[src/rtl/pss_pkg.sv]
package pss_pkg;

  // Handshake state of the link slave
  typedef enum logic [0:0] {
    PS_READY = 1'b0,
    PS_HELD  = 1'b1
  } link_state_t;

  // Command codes carried in the low field of a command byte
  localparam int CMD_STOP   = 0;
  localparam int CMD_START  = 1;
  localparam int CMD_FETCH  = 2;
  localparam int CMD_SELECT = 3;

endpackage

[src/rtl/pss_cmd_regs.sv]
module pss_cmd_regs #(
  parameter int BYTE_W = 8,
  parameter int CODE_W = 4,
  parameter int CHAN_W = 3
) (
  input  logic              clk,
  input  logic              rst,
  input  logic              cmd_load,
  input  logic [BYTE_W-1:0] cmd_byte,
  output logic              hold_o,
  output logic              getting_o,
  output logic [CHAN_W-1:0] chan_o,
  output logic              ovr_o
);
  import pss_pkg::*;

  localparam int CH_LO   = CODE_W;
  localparam int CH_HI   = CODE_W + CHAN_W - 1;
  localparam int OVR_BIT = BYTE_W - 1;

  logic [CODE_W-1:0] code;
  logic              hold_q, getting_q, ovr_q;
  logic [CHAN_W-1:0] chan_q;

  assign code = cmd_byte[CODE_W-1:0];

  always_ff @(posedge clk) begin
    if (rst) begin
      hold_q    <= 1'b1;
      getting_q <= 1'b0;
      chan_q    <= '0;
      ovr_q     <= 1'b0;
    end else if (cmd_load) begin
      case (code)
        CODE_W'(CMD_STOP): begin
          hold_q    <= 1'b1;
          getting_q <= 1'b0;
        end
        CODE_W'(CMD_START): begin
          hold_q    <= 1'b0;
          getting_q <= 1'b0;
          chan_q    <= cmd_byte[CH_HI:CH_LO];
          ovr_q     <= cmd_byte[OVR_BIT];
        end
        CODE_W'(CMD_FETCH): begin
          getting_q <= !hold_q;
        end
        CODE_W'(CMD_SELECT): begin
          chan_q <= cmd_byte[CH_HI:CH_LO];
          ovr_q  <= cmd_byte[OVR_BIT];
        end
        default: ;
      endcase
    end
  end

  assign hold_o    = hold_q;
  assign getting_o = getting_q;
  assign chan_o    = chan_q;
  assign ovr_o     = ovr_q;

  // readout is never armed while the converter is held
  p_armed_needs_run_r4: assert property (@(posedge clk) disable iff (rst)
    getting_q |-> !hold_q);

  // a stop command leaves the converter held and readout disarmed
  p_stop_holds_r2: assert property (@(posedge clk) disable iff (rst)
    (cmd_load && code == CODE_W'(CMD_STOP)) |=> (hold_q && !getting_q));

endmodule

[src/rtl/pss_link_fsm.sv]
module pss_link_fsm (
  input  logic clk,
  input  logic rst,
  input  logic astb_n,
  input  logic dstb_n,
  input  logic dir_to_host,
  input  logic getting,
  input  logic phase_lsb,
  input  logic fifo_valid,
  output logic cmd_load,
  output logic pop_msb,
  output logic send_lsb,
  output logic dummy_rd,
  output logic wait_o,
  output logic oe_o
);
  import pss_pkg::*;

  link_state_t state_q;
  logic        wait_q, oe_q, serve;

  always_comb begin
    cmd_load = 1'b0;
    pop_msb  = 1'b0;
    send_lsb = 1'b0;
    dummy_rd = 1'b0;
    serve    = 1'b0;
    if (state_q == PS_READY) begin
      if (!astb_n) begin
        serve = 1'b1;
        if (dir_to_host) dummy_rd = 1'b1;
        else             cmd_load = 1'b1;
      end else if (!dstb_n) begin
        if (!dir_to_host) begin
          serve = 1'b1;
        end else if (!getting) begin
          serve    = 1'b1;
          dummy_rd = 1'b1;
        end else if (phase_lsb) begin
          serve    = 1'b1;
          send_lsb = 1'b1;
        end else if (fifo_valid) begin
          serve   = 1'b1;
          pop_msb = 1'b1;
        end
      end
    end
  end

  always_ff @(posedge clk) begin
    if (rst) begin
      state_q <= PS_READY;
      wait_q  <= 1'b0;
      oe_q    <= 1'b0;
    end else begin
      case (state_q)
        PS_READY: if (serve) begin
          state_q <= PS_HELD;
          wait_q  <= 1'b1;
          oe_q    <= dir_to_host;
        end
        PS_HELD: if (astb_n && dstb_n) begin
          state_q <= PS_READY;
          wait_q  <= 1'b0;
          oe_q    <= 1'b0;
        end
        default: state_q <= PS_READY;
      endcase
    end
  end

  assign wait_o = wait_q;
  assign oe_o   = oe_q;

  // wait stays up while any strobe is still low
  p_wait_held_r9: assert property (@(posedge clk) disable iff (rst)
    (wait_q && !(astb_n && dstb_n)) |=> wait_q);

  // one pop per strobe, never on back-to-back cycles
  p_single_pop_r6: assert property (@(posedge clk) disable iff (rst)
    pop_msb |=> !pop_msb);

  // the output enable only rises together with wait
  p_oe_with_wait_r10: assert property (@(posedge clk) disable iff (rst)
    oe_q |-> wait_q);

endmodule

[src/rtl/pss_byte_splitter.sv]
module pss_byte_splitter #(
  parameter int BYTE_W = 8
) (
  input  logic                clk,
  input  logic                rst,
  input  logic                running,
  input  logic                pop_msb,
  input  logic                send_lsb,
  input  logic                dummy_rd,
  input  logic [2*BYTE_W-1:0] fifo_data,
  output logic [BYTE_W-1:0]   dout_o,
  output logic                phase_o
);
  logic [BYTE_W-1:0] dout_q, lsb_q;
  logic              phase_q;

  always_ff @(posedge clk) begin
    if (rst || !running) begin
      dout_q  <= '0;
      lsb_q   <= '0;
      phase_q <= 1'b0;
    end else if (pop_msb) begin
      dout_q  <= fifo_data[2*BYTE_W-1:BYTE_W];
      lsb_q   <= fifo_data[BYTE_W-1:0];
      phase_q <= 1'b1;
    end else if (send_lsb) begin
      dout_q  <= lsb_q;
      phase_q <= 1'b0;
    end else if (dummy_rd) begin
      dout_q  <= '0;
    end
  end

  assign dout_o  = dout_q;
  assign phase_o = phase_q;

  // stopping clears the whole byte path on the next edge
  p_stop_clears_r7: assert property (@(posedge clk) disable iff (rst)
    !running |=> (dout_q == '0 && lsb_q == '0 && !phase_q));

  // no fresh pop while a low byte is still pending
  p_no_pop_pending_r6: assert property (@(posedge clk) disable iff (rst)
    phase_q |-> !pop_msb);

  // a pop always leaves the low byte pending
  p_pop_sets_phase_r6: assert property (@(posedge clk) disable iff (rst)
    pop_msb |=> phase_q);

endmodule

[src/rtl/pss_streamer.sv]
module pss_streamer #(
  parameter int BYTE_W = 8,
  parameter int CODE_W = 4,
  parameter int CHAN_W = 3
) (
  input  logic                clk,
  input  logic                rst,
  input  logic                astb_n,
  input  logic                dstb_n,
  input  logic                dir_to_host,
  input  logic [BYTE_W-1:0]   bus_i,
  output logic [BYTE_W-1:0]   bus_o,
  output logic                bus_oe,
  output logic                wait_o,
  output logic                fifo_rd,
  input  logic                fifo_valid,
  input  logic [2*BYTE_W-1:0] fifo_data,
  output logic                adc_hold,
  output logic [CHAN_W-1:0]   mux_chan,
  output logic                mux_override
);
  logic hold, getting, phase_lsb;
  logic cmd_load, pop_msb, send_lsb, dummy_rd, oe_q;

  pss_cmd_regs #(.BYTE_W(BYTE_W), .CODE_W(CODE_W), .CHAN_W(CHAN_W)) u_cmd (
    .clk       (clk),
    .rst       (rst),
    .cmd_load  (cmd_load),
    .cmd_byte  (bus_i),
    .hold_o    (hold),
    .getting_o (getting),
    .chan_o    (mux_chan),
    .ovr_o     (mux_override)
  );

  pss_link_fsm u_fsm (
    .clk         (clk),
    .rst         (rst),
    .astb_n      (astb_n),
    .dstb_n      (dstb_n),
    .dir_to_host (dir_to_host),
    .getting     (getting),
    .phase_lsb   (phase_lsb),
    .fifo_valid  (fifo_valid),
    .cmd_load    (cmd_load),
    .pop_msb     (pop_msb),
    .send_lsb    (send_lsb),
    .dummy_rd    (dummy_rd),
    .wait_o      (wait_o),
    .oe_o        (oe_q)
  );

  pss_byte_splitter #(.BYTE_W(BYTE_W)) u_split (
    .clk       (clk),
    .rst       (rst),
    .running   (!hold),
    .pop_msb   (pop_msb),
    .send_lsb  (send_lsb),
    .dummy_rd  (dummy_rd),
    .fifo_data (fifo_data),
    .dout_o    (bus_o),
    .phase_o   (phase_lsb)
  );

  assign adc_hold = hold;
  assign fifo_rd  = pop_msb;
  assign bus_oe   = oe_q & dir_to_host;

  // a pop only happens with valid data at the FIFO head
  p_pop_valid_r11: assert property (@(posedge clk) disable iff (rst)
    fifo_rd |-> fifo_valid);

endmodule

[config.mk]
export PLATFORM = sky130hd
export DESIGN_NAME = pss_streamer
export DESIGN_NICKNAME = d
export VERILOG_FILES = /design/src/rtl/pss_pkg.sv /design/src/rtl/pss_cmd_regs.sv /design/src/rtl/pss_link_fsm.sv /design/src/rtl/pss_byte_splitter.sv /design/src/rtl/pss_streamer.sv
export SDC_FILE = /design/constraint.sdc
export NUM_CORES = 1
export LEC_CHECK = 0
export BUFFER_PORTS_ARGS = -buffer_cell sky130_fd_sc_hd__buf_2
export CAP_MARGIN = 30
export CELL_PAD_IN_SITES_DETAIL_PLACEMENT = 1
export CELL_PAD_IN_SITES_GLOBAL_PLACEMENT = 1
export CORE_UTILIZATION = 32
export DETAILED_ROUTE_END_ITERATION = 10
export PLACE_DENSITY_LB_ADDON = 0.1
export SLEW_MARGIN = 10
export SYNTH_ARGS = -nofsm -noshare
export SYNTH_HDL_FRONTEND = slang
export SYNTH_SLANG_ARGS = --single-unit
[constraint.sdc]
create_clock -name clk -period 1.5 [get_ports clk]
set_input_delay 0.3 -clock clk [delete_from_list [all_inputs] [get_ports clk]]
set_output_delay 0.3 -clock clk [all_outputs]
set_load 0.05 [all_outputs]
Word-level counts from Yosys, hierarchy flattened
Cells that the tools add are included.

Eq/ne operators: 5. Bitwise operators: 2. Mux-type cells: 43. Reductions and logical operators: 14.

Operators by type and width (number): $mux W1 (35); $mux W8 (3); $pmux W1 S2 (5); $eq A4 B2 Y1 const B (2); $reduce_and A2 Y1 (4); $reduce_bool A2 Y1 (3); $eq A4 B1 Y1 const B (1); $logic_not A4 Y1 (1); $reduce_or A2 Y1 (2); $reduce_bool A3 Y1 (1); $ne A2 B1 Y1 const B (1); $ne A2 B2 Y1 const B (1); $and A1 B1 Y1 (1); $logic_and A1 B1 Y1 (1); $logic_not A1 Y1 (1); $logic_or A1 B1 Y1 (1); $not A1 Y1 (1).

Bits of input ports: 30. Word-level logic and storage cells: 74. Bits in registers: 26.

Depth between registers and ports, before layout
Gate-level depths: netlist (run 1).

Depth after elaboration: 9. Gate-level depth with buffers: 6.

Hierarchy
From an unflattened synthesis (run 1), not the netlist that was laid out.

Cells, all modules: 137. Area total of the unflattened synthesis: 1308.8 µm².

Modules (own cells, without submodules): pss_byte_splitter (area each 849.6 µm², cells an instance 86, times used 1); pss_cmd_regs (area each 251.5 µm², cells an instance 24, times used 1); pss_link_fsm (area each 197.7 µm², cells an instance 25, times used 1); pss_streamer (area each 10.0 µm², cells an instance 2, times used 1).

Worst setup path before layout (run 1)
No wires, ideal clock.

Kind: reg-to-output. Start point: reg u_fsm.state_q. End point: out fifo_rd. Data required time: 1.200 ns. Data arrival time: 1.606 ns. Cell stages (with the launch flop): 6. Path buffers: 3. Slack: -0.406 ns. Cell sequence: dfxtp_1 buf_2 nand4bb_1 buf_2 buf_2 nor2_1.

Word-level cells in the longest chain between the ends: 1.

RTL lines: start, declared (RTL line pss_link_fsm.sv:19) `link_state_t state_q;`; start signal, assigned (RTL line pss_link_fsm.sv:52) `state_q <= PS_READY;`; start signal, assigned (RTL line pss_link_fsm.sv:58) `state_q <= PS_HELD;`; start signal, assigned (RTL line pss_link_fsm.sv:63) `state_q <= PS_READY;`; $mux W1 (RTL line pss_link_fsm.sv:28) `if (state_q == PS_READY) begin`; end, declared (RTL line pss_streamer.sv:15) `output logic fifo_rd,`.

Every way passes these cells.

Worst setup path after layout (run 1)
Same ends and word-level chain as after synthesis.

==> metrics.yaml, run 1 <==
status: "complete, no violations"
synth.distinct_cells: 34
fmax_mhz: 684
place_hpwl_mm: 2.77
insertion_delay_ns: 0.28
rows: 22
synth_compound_area_share_pct: 24.6
grt_pass1_vias: 1288
cts_tree: "yes"
comb_power_share_pct: 11.4
worstSetupEndpointType: "primary output"
final_common_cell: "buf_2"
start_kind: "flop"
htree_levels: 1
layoutNonFillerInstCount: 244
synth_fa_ha_area_share_pct: 0
power.leakage_nw: 0.635
grt_overflow_total: 0
fp.dieW_um: 65.7
power_density_nw_per_um2: 852
cp.required_ns: 1.20
layout_worst_path_cycle_share_pct: 97.5
cts-hold-fix-buffers: 0
cts_buffers: 3
dp_slack_ns: -0.154
hold_class: "in2reg"
muxShareOfSynthArea_pct: 3.85
setup_violations: 0
layout_common_cells: "44 x buf_2, 24 x dfxtp_1, 13 x buf_4"
io_pins: 46
fin_crit_ns: 1.46
skew_ns: 0.00616
io_buffers: 45
synth_top_cell_by_area: "dfxtp_1"
worst_slew_pin_slew_ns: 0.462
drt_iter0_drc: 31
drcViolationCount: 0
synth_warnings: 0
viasPerCell: 5.39
clk_pin_slew_ns: 0.10
nNetsFinal: 227
syn_inst: 148
timing.hold.ws_ns: 0.267
grtUsageMet1_pct: 26.4
synth_area_leaders: "dfxtp_1 40%, a211oi_1 5.8%, a31oi_1 4.3%, nand3_1 4.2%, o31ai_1 4.0%"
synth_top_family_by_area: "simple AND/OR/NAND/NOR gates"
worst_slack_ns: 0.0374
crit_arrival_ns: 1.16
rsz0062_at_grt: "true"
vias: 1315
start_util_pct: 34.4
wl_mm: 3.73
grt.busiest_layer: "met2"
async_flop_share_pct: 0
slew-limit-headroom_pct: 68.8
swShare_pct: 23.2
coreArea_sq_um: 3770
cts.sinks: 26
synthXorXnorAreaFrac_pct: 0
cts_setup_buffers: 0
die_h_um: 65.7
hold_violations: 0
dp_cells: 240
area_delta_synth_final_pct: 32.9
antenna_left: 0
drive_gt1_share_pct: 36.2
diodes: 0
met2_usage_pct: 30.0
synth.avg_cell_area_sq_um: 8.78
dr.pass1.iters: 4
synth_edf_count: 0
grt_use_total_pct: 18.9
antenna_found_initial: 0
gp_congestion: 0.725
synth-seq-cells: 26
p_switching_mw: 0.341
synth_top_area_share_pct: 40.1
clock_path_buffers: 2
wl_per_cell_um: 15.3
design_area_sq_um: 1730
synth-simple-area-share_pct: 25.5
power.share.sequential_pct: 47.7
intPower_mw: 1.13
clkPwrFrac_pct: 40.9
grt_max_degree: 18
design.die.area_sq_um: 4320
grt_pass1_wl_mm: 6.23
maxSlewViolCount: 0
ys_seq_area_share_pct: 40.1
worst-setup-path-type: "reg2out"
cts_root_buf: "clkbuf_8"
vdd.ir_drop.worst_uv: 315
gr-usage-met3_pct: 2.08
crit_path_max_fanout: 3
synth.cell_area_sq_um: 1300
synth_top_flop_cell: "dfxtp_1"
maxCapViolations: 0
dpl-instance-area_sq_um: 1620
synth_nets: 178
==> critical path, stage by stage (launching register included) <==
cell and delay, ns:
dfxtp_2 0.35, nand4bb_4 0.22, nor2_4 0.17, buf_8 0.16
==> final cells by class <==
class	instances	area, sq um
inverters	3	11.3
fillers	457	2050
clock buffers	3	41.3
flip-flops and latches	26	526
clock inverters	1	30.0
multi-input cells	105	724
repair buffers	58	333
well taps	48	60.1
==> sequential cells by signal, summed over array words and instances (netlist names) <==
| name | cells |
|---|---|
| u_split.dout_o | 8 |
| u_split.lsb_q | 8 |
| u_cmd.chan_o | 3 |
| u_cmd.getting_o | 1 |
| u_cmd.hold_o | 1 |
| u_cmd.ovr_o | 1 |
| u_fsm.oe_o | 1 |
| u_fsm.state_q | 1 |
| u_fsm.wait_o | 1 |
| u_split.phase_o | 1 |
==> synthesized netlist by cell type (all sizes together) (2+ instances only) <==
| master | number |
|---|---|
| nand3b | 3 |
| nand2 | 3 |
| nand2b | 8 |
| and2 | 2 |
| dfxtp | 26 |
| o31ai | 7 |
| a21oi | 10 |
| buf | 7 |
| mux2i | 5 |
| nand4bb | 2 |
| or2 | 2 |
| inv | 3 |
| clkbuf | 7 |
| nor2b | 3 |
| nand3 | 11 |
| a31oi | 9 |
| o21ai | 10 |
| a211oi | 10 |
| nor2 | 2 |
| nand4 | 7 |
==> per-layer routing <==
layer,part of all wire [%],vias up
li1,-,656
met1,50,631
met2,46,26
met3,3.4,2
met4,0.59,0
met5,0,-
==> logic make-up (layout without fill, tap and decap cells) <==
group | Yosys count | count (layout)
AOI/OAI and AO/OA | 50 | 50
DFF | 26 | 26
and+or+nand+nor | 50 | 50
buffers and inverters | 17 | 65
muxes | 5 | 5
==> through the flow <==
step	total power, mW	setup TNS (ns)	util (%)
after floorplan	0.806	0	-
final	1.47	0	45.8
after global routing	1.52	-0.00270	45.8
after detailed placement	0.883	-0.506	43.0
after CTS	1.49	0	45.6
after global placement	0.877	-0.276	43.0
==> power by group through the flow <==
stage          clock [mW]  sequential (mW)  combinational, mW
2_1_floorplan           0            0.730             0.0753
5_1_grt             0.637            0.703              0.184
3_3_place_gp            0            0.718              0.160
4_1_cts             0.614            0.703              0.170
3_5_place_dp            0            0.719              0.164
6_report            0.601            0.702              0.168
==> what timing repair did <==
item,in CTS,in global routing
setup endpoints to repair,1,3
cloned,0,0
resized for setup,5,3
pin swaps,0,2
endpoints found under the hold margin,0,0
==> worst paths after layout <==
check	startpoint	endpoint	slack, ns	cells past startpoint
min reg2reg	u_cmd.chan_o[0]	u_cmd.chan_o[0]	0.48	2
max	u_fsm.state_q	fifo_rd	0.04	3
min	fifo_data[1]	u_split.lsb_q[1]	0.27	3
max reg2reg	u_fsm.state_q	u_split.lsb_q[2]	0.12	5
Note: power is estimated with default switching activity, not from simulation.
==> run 2, diff against run 1 <==
--- a/config.mk
+++ b/config.mk
@@ -5,12 +5,12 @@
 export SDC_FILE = /design/constraint.sdc
 export NUM_CORES = 1
 export LEC_CHECK = 0
-export BUFFER_PORTS_ARGS = -buffer_cell sky130_fd_sc_hd__buf_2
 export CAP_MARGIN = 30
 export CELL_PAD_IN_SITES_DETAIL_PLACEMENT = 1
 export CELL_PAD_IN_SITES_GLOBAL_PLACEMENT = 1
-export CORE_UTILIZATION = 32
+export CORE_UTILIZATION = 40
 export DETAILED_ROUTE_END_ITERATION = 10
+export DONT_BUFFER_PORTS = 1
 export PLACE_DENSITY_LB_ADDON = 0.1
 export SLEW_MARGIN = 10
 export SYNTH_ARGS = -nofsm -noshare
==> run 2 against run 1 <==
Compared with the run above: the flow now finishes with violations (negative setup slack); combinational power shrank 39%; cell count fell by 17%; via count fell by 8.1%; register-to-register slack got worse by 0.04 ns; worst setup slack lost 0.075 ns; global-route usage up 3.2 points; utilization grew 4.1 points; final area is 11% lower; power fell by 23%; flip-flop and latch count did not move; clock skew is 0.0038 ns higher; routed wire length shrank 2.1%.
==> metrics.yaml, run 2 (synthesis gave the netlist of run 1 again) <==
worst_slack_ns: -0.0379  # was 0.0374 ns
grt_max_degree: 16  # was 18
start_kind: "flop"  # unchanged
hold_violations: 0  # unchanged
htree_levels: 1  # unchanged
design.die.area_sq_um: 3480  # was 4320 sq um
start_util_pct: 42.2  # was 34.4%
design_area_sq_um: 1540  # was 1730 sq um
clkPwrFrac_pct: 27.5  # was 40.9%
comb_power_share_pct: 9.1  # was 11.4%
io_buffers: 0  # was 45
reg2reg_from: "u_fsm.state_q"  # unchanged
drt_iter0_drc: 81  # was 31
worstSetupEndpointType: "primary output"  # unchanged
slowest_stage: "dfxtp_2"  # unchanged
clock_path_buffers: 2  # unchanged
fmax_mhz: 650  # was 684 MHz
fp.dieW_um: 59.0  # was 65.7 um
cts_root_buf: "clkbuf_4"  # was clkbuf_8
diodes: 0  # unchanged
layout_common_cells: "23 x dfxtp_1, 19 x buf_4, 11 x nand3_1"  # was 44 x buf_2, 24 x dfxtp_1, 13 x buf_4
maxSlewViolCount: 0  # unchanged
dr.pass1.iters: 4  # unchanged
coreArea_sq_um: 3080  # was 3770 sq um
wl_per_cell_um: 18.0  # was 15.3 um
worst-setup-path-type: "reg2out"  # unchanged
antenna_found_initial: 0  # unchanged
cp_num_buf_inv: 2  # was 1
drcViolationCount: 0  # unchanged
cp.required_ns: 1.20  # about the same
cp_top_family: "flip-flops"  # was simple AND/OR/NAND/NOR gates
cts_tree: "yes"  # unchanged
rows: 20  # was 22
dpl-instance-area_sq_um: 1430  # was 1620 sq um
gp_congestion: 0.730  # was 0.725
layout_worst_path_cycle_share_pct: 103  # was 97.5%
antenna_left: 0  # unchanged
slew-limit-headroom_pct: 65.3  # was 68.8%
grt_use_total_pct: 22.1  # was 18.9%
vdd.ir_drop.worst_uv: 323  # was 315 uV
clk_pin_slew_ns: 0.15  # was 0.10 ns
grt_overflow_total: 0  # unchanged
die_h_um: 59.0  # was 65.7 um
worst_path_largest_cell_delay_ns: 0.35  # about the same
worst_slew_pin_slew_ns: 0.520  # was 0.462 ns
cts.sinks: 26  # unchanged
io_pins: 46  # unchanged
crit_start: "u_split.phase_o"  # was u_fsm.state_q
setup_violations: 1  # was 0
rsz0062_at_grt: "true"  # unchanged
drive_gt1_share_pct: 23.3  # was 36.2%
wl_mm: 3.65  # was 3.73 mm
report.power.total_mw: 1.13  # was 1.47 mW
fin_crit_ns: 1.54  # was 1.46 ns
final_common_cell: "dfxtp_1"  # was buf_2
maxCapViolations: 0  # unchanged
intPower_mw: 0.840  # was 1.13 mW
vias: 1208  # was 1315
grt_pass1_vias: 1247  # was 1288
area_delta_synth_final_pct: 18.2  # was 32.9%
swShare_pct: 25.5  # was 23.2%
insertion_delay_ns: 0.32  # was 0.28 ns
cts_buffers: 3  # unchanged
place_hpwl_mm: 2.55  # was 2.77 mm
p_switching_mw: 0.287  # was 0.341 mW
crit_path_max_fanout: 6  # was 3
power.share.sequential_pct: 63.4  # was 47.7%
power_density_nw_per_um2: 734  # was 852 nW/um^2
power.leakage_nw: 0.462  # was 0.635 nW
viasPerCell: 5.95  # was 5.39
crit_arrival_ns: 1.24  # was 1.16 ns
hold_class: "in2reg"  # unchanged
cp_cell_sequence: "nand3b_1 > buf_6 > nor2_4 > buf_12"  # was nand4bb_4 > nor2_4 > buf_8
grt_pass1_wl_mm: 5.93  # was 6.23 mm
status: "complete, but fails checks"  # was complete, no violations
timing.hold.ws_ns: 0.0203  # was 0.267 ns
violations: "negative setup slack"
worstHoldStart: "rst"  # was fifo_data[1]
skew_ns: 0.00997  # was 0.00616 ns
nNetsFinal: 191  # was 227
[run 2: cell count changes in the layout (fill, tap and decap cells not counted), moves of 3 or more]
cell / previous run / this run
clkbuf_4: 0 / 3
clkbuf_8: 3 / 0
buf_2: 44 / 0
buf_4: 13 / 19
[run 2: area by class of cell]
type                    instances  area [sq um]
clock buffers                   3          22.5
fillers                       376          1540
inverters                       3          11.3
multi-input cells             105           736
flip-flops and latches         26           527
well taps                      44          55.1
repair buffers                 22           184
[run 2: per-layer routing]
layer	wire length (um)	GRT usage [%]	vias to the layer above
li1	-	-	588
met1	1650	29.2	583
met2	1760	36.9	31
met3	206	3.71	6
met4	35	6.80	0
met5	0	0	-
[run 2: per-stage QoR]
| step | std cells | TNS, ns | util, % | setup slack, ns |
|---|---|---|---|---|
| finish | 203 | -0.0379 | 49.9 | -0.0379 |
| global route | 203 | -0.0809 | 49.9 | -0.0809 |
| CTS | 202 | -0.0817 | 49.5 | -0.0817 |
| detailed placement | 194 | -0.0402 | 46.4 | -0.0261 |
| global placement | 194 | 0 | 46.4 | 0.0404 |
| floorplan | 148 | 0 | - | 0.00540 |
[run 2: power by group through the flow]
stage | clock network (mW) | logic, mW | registers (mW)
after floorplan | 0 | 0.0753 | 0.730
after global placement | 0 | 0.0856 | 0.732
after detailed placement | 0 | 0.0883 | 0.733
after CTS | 0.311 | 0.101 | 0.715
after global routing | 0.347 | 0.112 | 0.717
final | 0.310 | 0.102 | 0.715
[run 2: timing repair]
action | in CTS | in global routing
setup endpoints to repair | 1 | 13
pin swaps | 2 | 1
resized for setup | 8 | 3
buffers inserted | 5 | 1
endpoints found under the hold margin | 0 | 1
hold buffers | 0 | 1
[run 2: worst paths after layout]
path / to / slack, ns / depth (start not counted)
worst min register to register: u_split.dout_o[7] / 0.50 / 2
worst max register to register: u_split.dout_o[6] / 0.08 / 5
worst max-delay path: fifo_rd / -0.04 / 4
worst min-delay path: u_fsm.wait_o / 0.02 / 1
[run 2: worst register-to-register path, cell delays in order, from the launching register on]
cell and delay, ns:
dfxtp_4 0.37, nand4bb_4 0.23, buf_4 0.18, buf_4 0.19, o31ai_1 0.26, a211oi_1 0.08
==> run 3, diff against run 2 <==
--- a/config.mk
+++ b/config.mk
@@ -11,7 +11,9 @@
 export CORE_UTILIZATION = 40
 export DETAILED_ROUTE_END_ITERATION = 10
 export DONT_BUFFER_PORTS = 1
+export MAX_ROUTING_LAYER = met4
 export PLACE_DENSITY_LB_ADDON = 0.1
+export REMOVE_ABC_BUFFERS = 1
 export SLEW_MARGIN = 10
 export SYNTH_ARGS = -nofsm -noshare
 export SYNTH_HDL_FRONTEND = slang
==> run 3 against run 2 <==
Compared with the run above: the run still ends with negative setup slack left; register-to-register slack better by 0.03 ns; clock skew is 0.0041 ns higher; global-route usage is 1.1 points higher; sequential share of layout area is 0.50 points lower; maximum frequency is 0.83% lower; flip-flop and latch count stayed put; via count is 0.33% higher; critical path type unchanged; critical endpoint unchanged; largest power group unchanged; highest routed layer unchanged.
==> metrics.yaml, run 3 (synthesis gave the netlist of run 1 again) <==
skew_ns: 0.0141  # was 0.00997 ns
diodes: 0  # unchanged
fmax_mhz: 645  # was 650 MHz
viasPerCell: 5.94  # was 5.95
die_h_um: 59.0  # unchanged
worst_slew_pin_slew_ns: 0.513  # was 0.520 ns
drcViolationCount: 0  # unchanged
grt_overflow_total: 0  # unchanged
dpl-instance-area_sq_um: 1440  # was 1430 sq um
place_hpwl_mm: 2.57  # was 2.55 mm
hold_violations: 0  # unchanged
insertion_delay_ns: 0.33  # was 0.32 ns
design_area_sq_um: 1560  # was 1540 sq um
vias: 1212  # was 1208
io_buffers: 0  # unchanged
slew-limit-headroom_pct: 65.3  # about the same
worst-setup-path-type: "reg2out"  # unchanged
setup_violations: 1  # unchanged
status: "complete, but fails checks"  # unchanged
layout_worst_path_cycle_share_pct: 103  # about the same
cts_buffers: 3  # unchanged
rows: 20  # unchanged
grt_max_degree: 18  # was 16
hold-path-endpoint: "u_cmd.getting_o"  # was u_fsm.wait_o
power_density_nw_per_um2: 843  # was 734 nW/um^2
cp.required_ns: 1.20  # about the same
dr.pass1.iters: 4  # unchanged
htree_levels: 1  # unchanged
start_util_pct: 42.2  # unchanged
nNetsFinal: 191  # unchanged
reg2reg_slack_ns: 0.11  # was 0.08 ns
layout_common_cells: "23 x dfxtp_1, 19 x buf_4, 11 x nand3_1"  # unchanged
clk_pin_slew_ns: 0.15  # about the same
coreArea_sq_um: 3080  # unchanged
reg2reg_from: "u_fsm.state_q"  # unchanged
vdd.ir_drop.worst_uv: 366  # was 323 uV
worst_slack_ns: -0.0508  # was -0.0379 ns
antenna_found_initial: 0  # unchanged
rr_worst_depth: 4  # was 5
violations: "negative setup slack"  # unchanged
worstHoldStart: "rst"  # unchanged
drt_iter0_drc: 40  # was 81
power.leakage_nw: 0.476  # was 0.462 nW
cts_root_buf: "clkbuf_4"  # unchanged
cts.sinks: 26  # unchanged
final_common_cell: "dfxtp_1"  # unchanged
grt_pass1_wl_mm: 5.85  # was 5.93 mm
design.die.area_sq_um: 3480  # unchanged
crit_arrival_ns: 1.25  # was 1.24 ns
grt_use_total_pct: 23.2  # was 22.1%
tns_ns: -0.0508  # was -0.0379 ns
cts_tree: "yes"  # unchanged
start_kind: "flop"  # unchanged
worstSetupEndpointType: "primary output"  # unchanged
wl_mm: 3.61  # was 3.65 mm
io_pins: 46  # unchanged
grt_pass1_vias: 1256  # was 1247
fin_crit_ns: 1.55  # was 1.54 ns
drive_gt1_share_pct: 22.5  # was 23.3%
maxSlewViolCount: 0  # unchanged
rsz0062_at_grt: "true"  # unchanged
worst_r2r_endpoint: "u_split.dout_o[2]"  # was u_split.dout_o[6]
crit_path_max_fanout: 2  # was 6
fp.dieW_um: 59.0  # unchanged
maxCapViolations: 0  # unchanged
area_delta_synth_final_pct: 19.9  # was 18.2%
antenna_left: 0  # unchanged
gp_congestion: 0.803  # was 0.730
clock_path_buffers: 2  # unchanged
hold_class: "in2reg"  # unchanged
worst_path_largest_cell_delay_ns: 0.38  # was 0.35 ns
cp_cell_sequence: "nand4bb_4 > nor2_4 > buf_8"  # was nand3b_1 > buf_6 > nor2_4 > buf_12
slowest_stage: "dfxtp_4"  # was dfxtp_2
wl_per_cell_um: 17.7  # was 18.0 um
whs_path_depth: 1  # unchanged
## run 3: changes by cell type in the layout (fill, tap and decap cells not counted)
cell,delta
a211oi_1,-1
a211oi_2,+1
buf_12,-1
buf_6,-1
buf_8,+1
dlygate4sd3_1,+1
and3b_2,-1
o31ai_1,+1
bufinv_16,+1
o31ai_2,-1
and3b_1,+1
## run 3: how the worst max path moves through the flow
stage / start / to / cells after the start
global route: u_fsm.state_q / fifo_rd / 3
floorplan: u_fsm.state_q / fifo_rd / 2
CTS: u_fsm.state_q / fifo_rd / 4
global placement: bus_i[3] / u_cmd.ovr_o / 3
finish: u_fsm.state_q / fifo_rd / 3
detailed placement: bus_i[3] / u_cmd.chan_o[0] / 3
## run 3: critical path: cells and delay by family (launching register included)
family                 cells  cell delay (ns)
AND/OR/NAND/NOR            2             0.39
flip-flops                 1             0.38
buffers and inverters      1             0.15
## run 3: per-layer routing
layer | vias to the layer above | global-route usage (%) | part of all wire (%)
met4 | 0 | 6.46 | 0.80
met3 | 4 | 3.93 | 4.5
met5 | - | - | 0
met2 | 36 | 39.3 | 49
met1 | 586 | 28.3 | 46
li1 | 586 | - | -
## run 3: repair_timing
item | 4_1_cts | 5_1_grt
setup buffers | 2 | 0
pin swaps | 2 | 2
endpoints found under the setup margin | 1 | 14
hold endpoints to repair | 0 | 2
resized for setup | 6 | 6
hold buffers | 0 | 2
## run 3: where the power goes
part	internal (mW)	switching, mW
logic	0.0488	0.0556
registers	0.698	0.0177
clock network	0.270	0.223
## run 3: through the flow
stage	cells	util [%]	worst slack [ns]	total power [mW]	hold slack [ns]
2_1_floorplan	134	-	-0.497	0.793	0.369
3_3_place_gp	197	46.9	0.0306	0.820	0.371
3_5_place_dp	197	46.9	-0.00321	0.824	0.373
4_1_cts	203	50.1	-0.0944	1.33	0.00336
5_1_grt	204	50.6	-0.132	1.38	0.0383
6_report	204	50.6	-0.0508	1.31	0.0616
## run 3: layout make-up
class / count / area [sq um]
fillers: 354 / 1520
multi-input cells: 105 / 734
flip-flops and latches: 26 / 527
repair buffers: 22 / 178
well taps: 44 / 55.1
clock inverters: 1 / 30.0
clock buffers: 3 / 22.5
inverters: 3 / 11.3
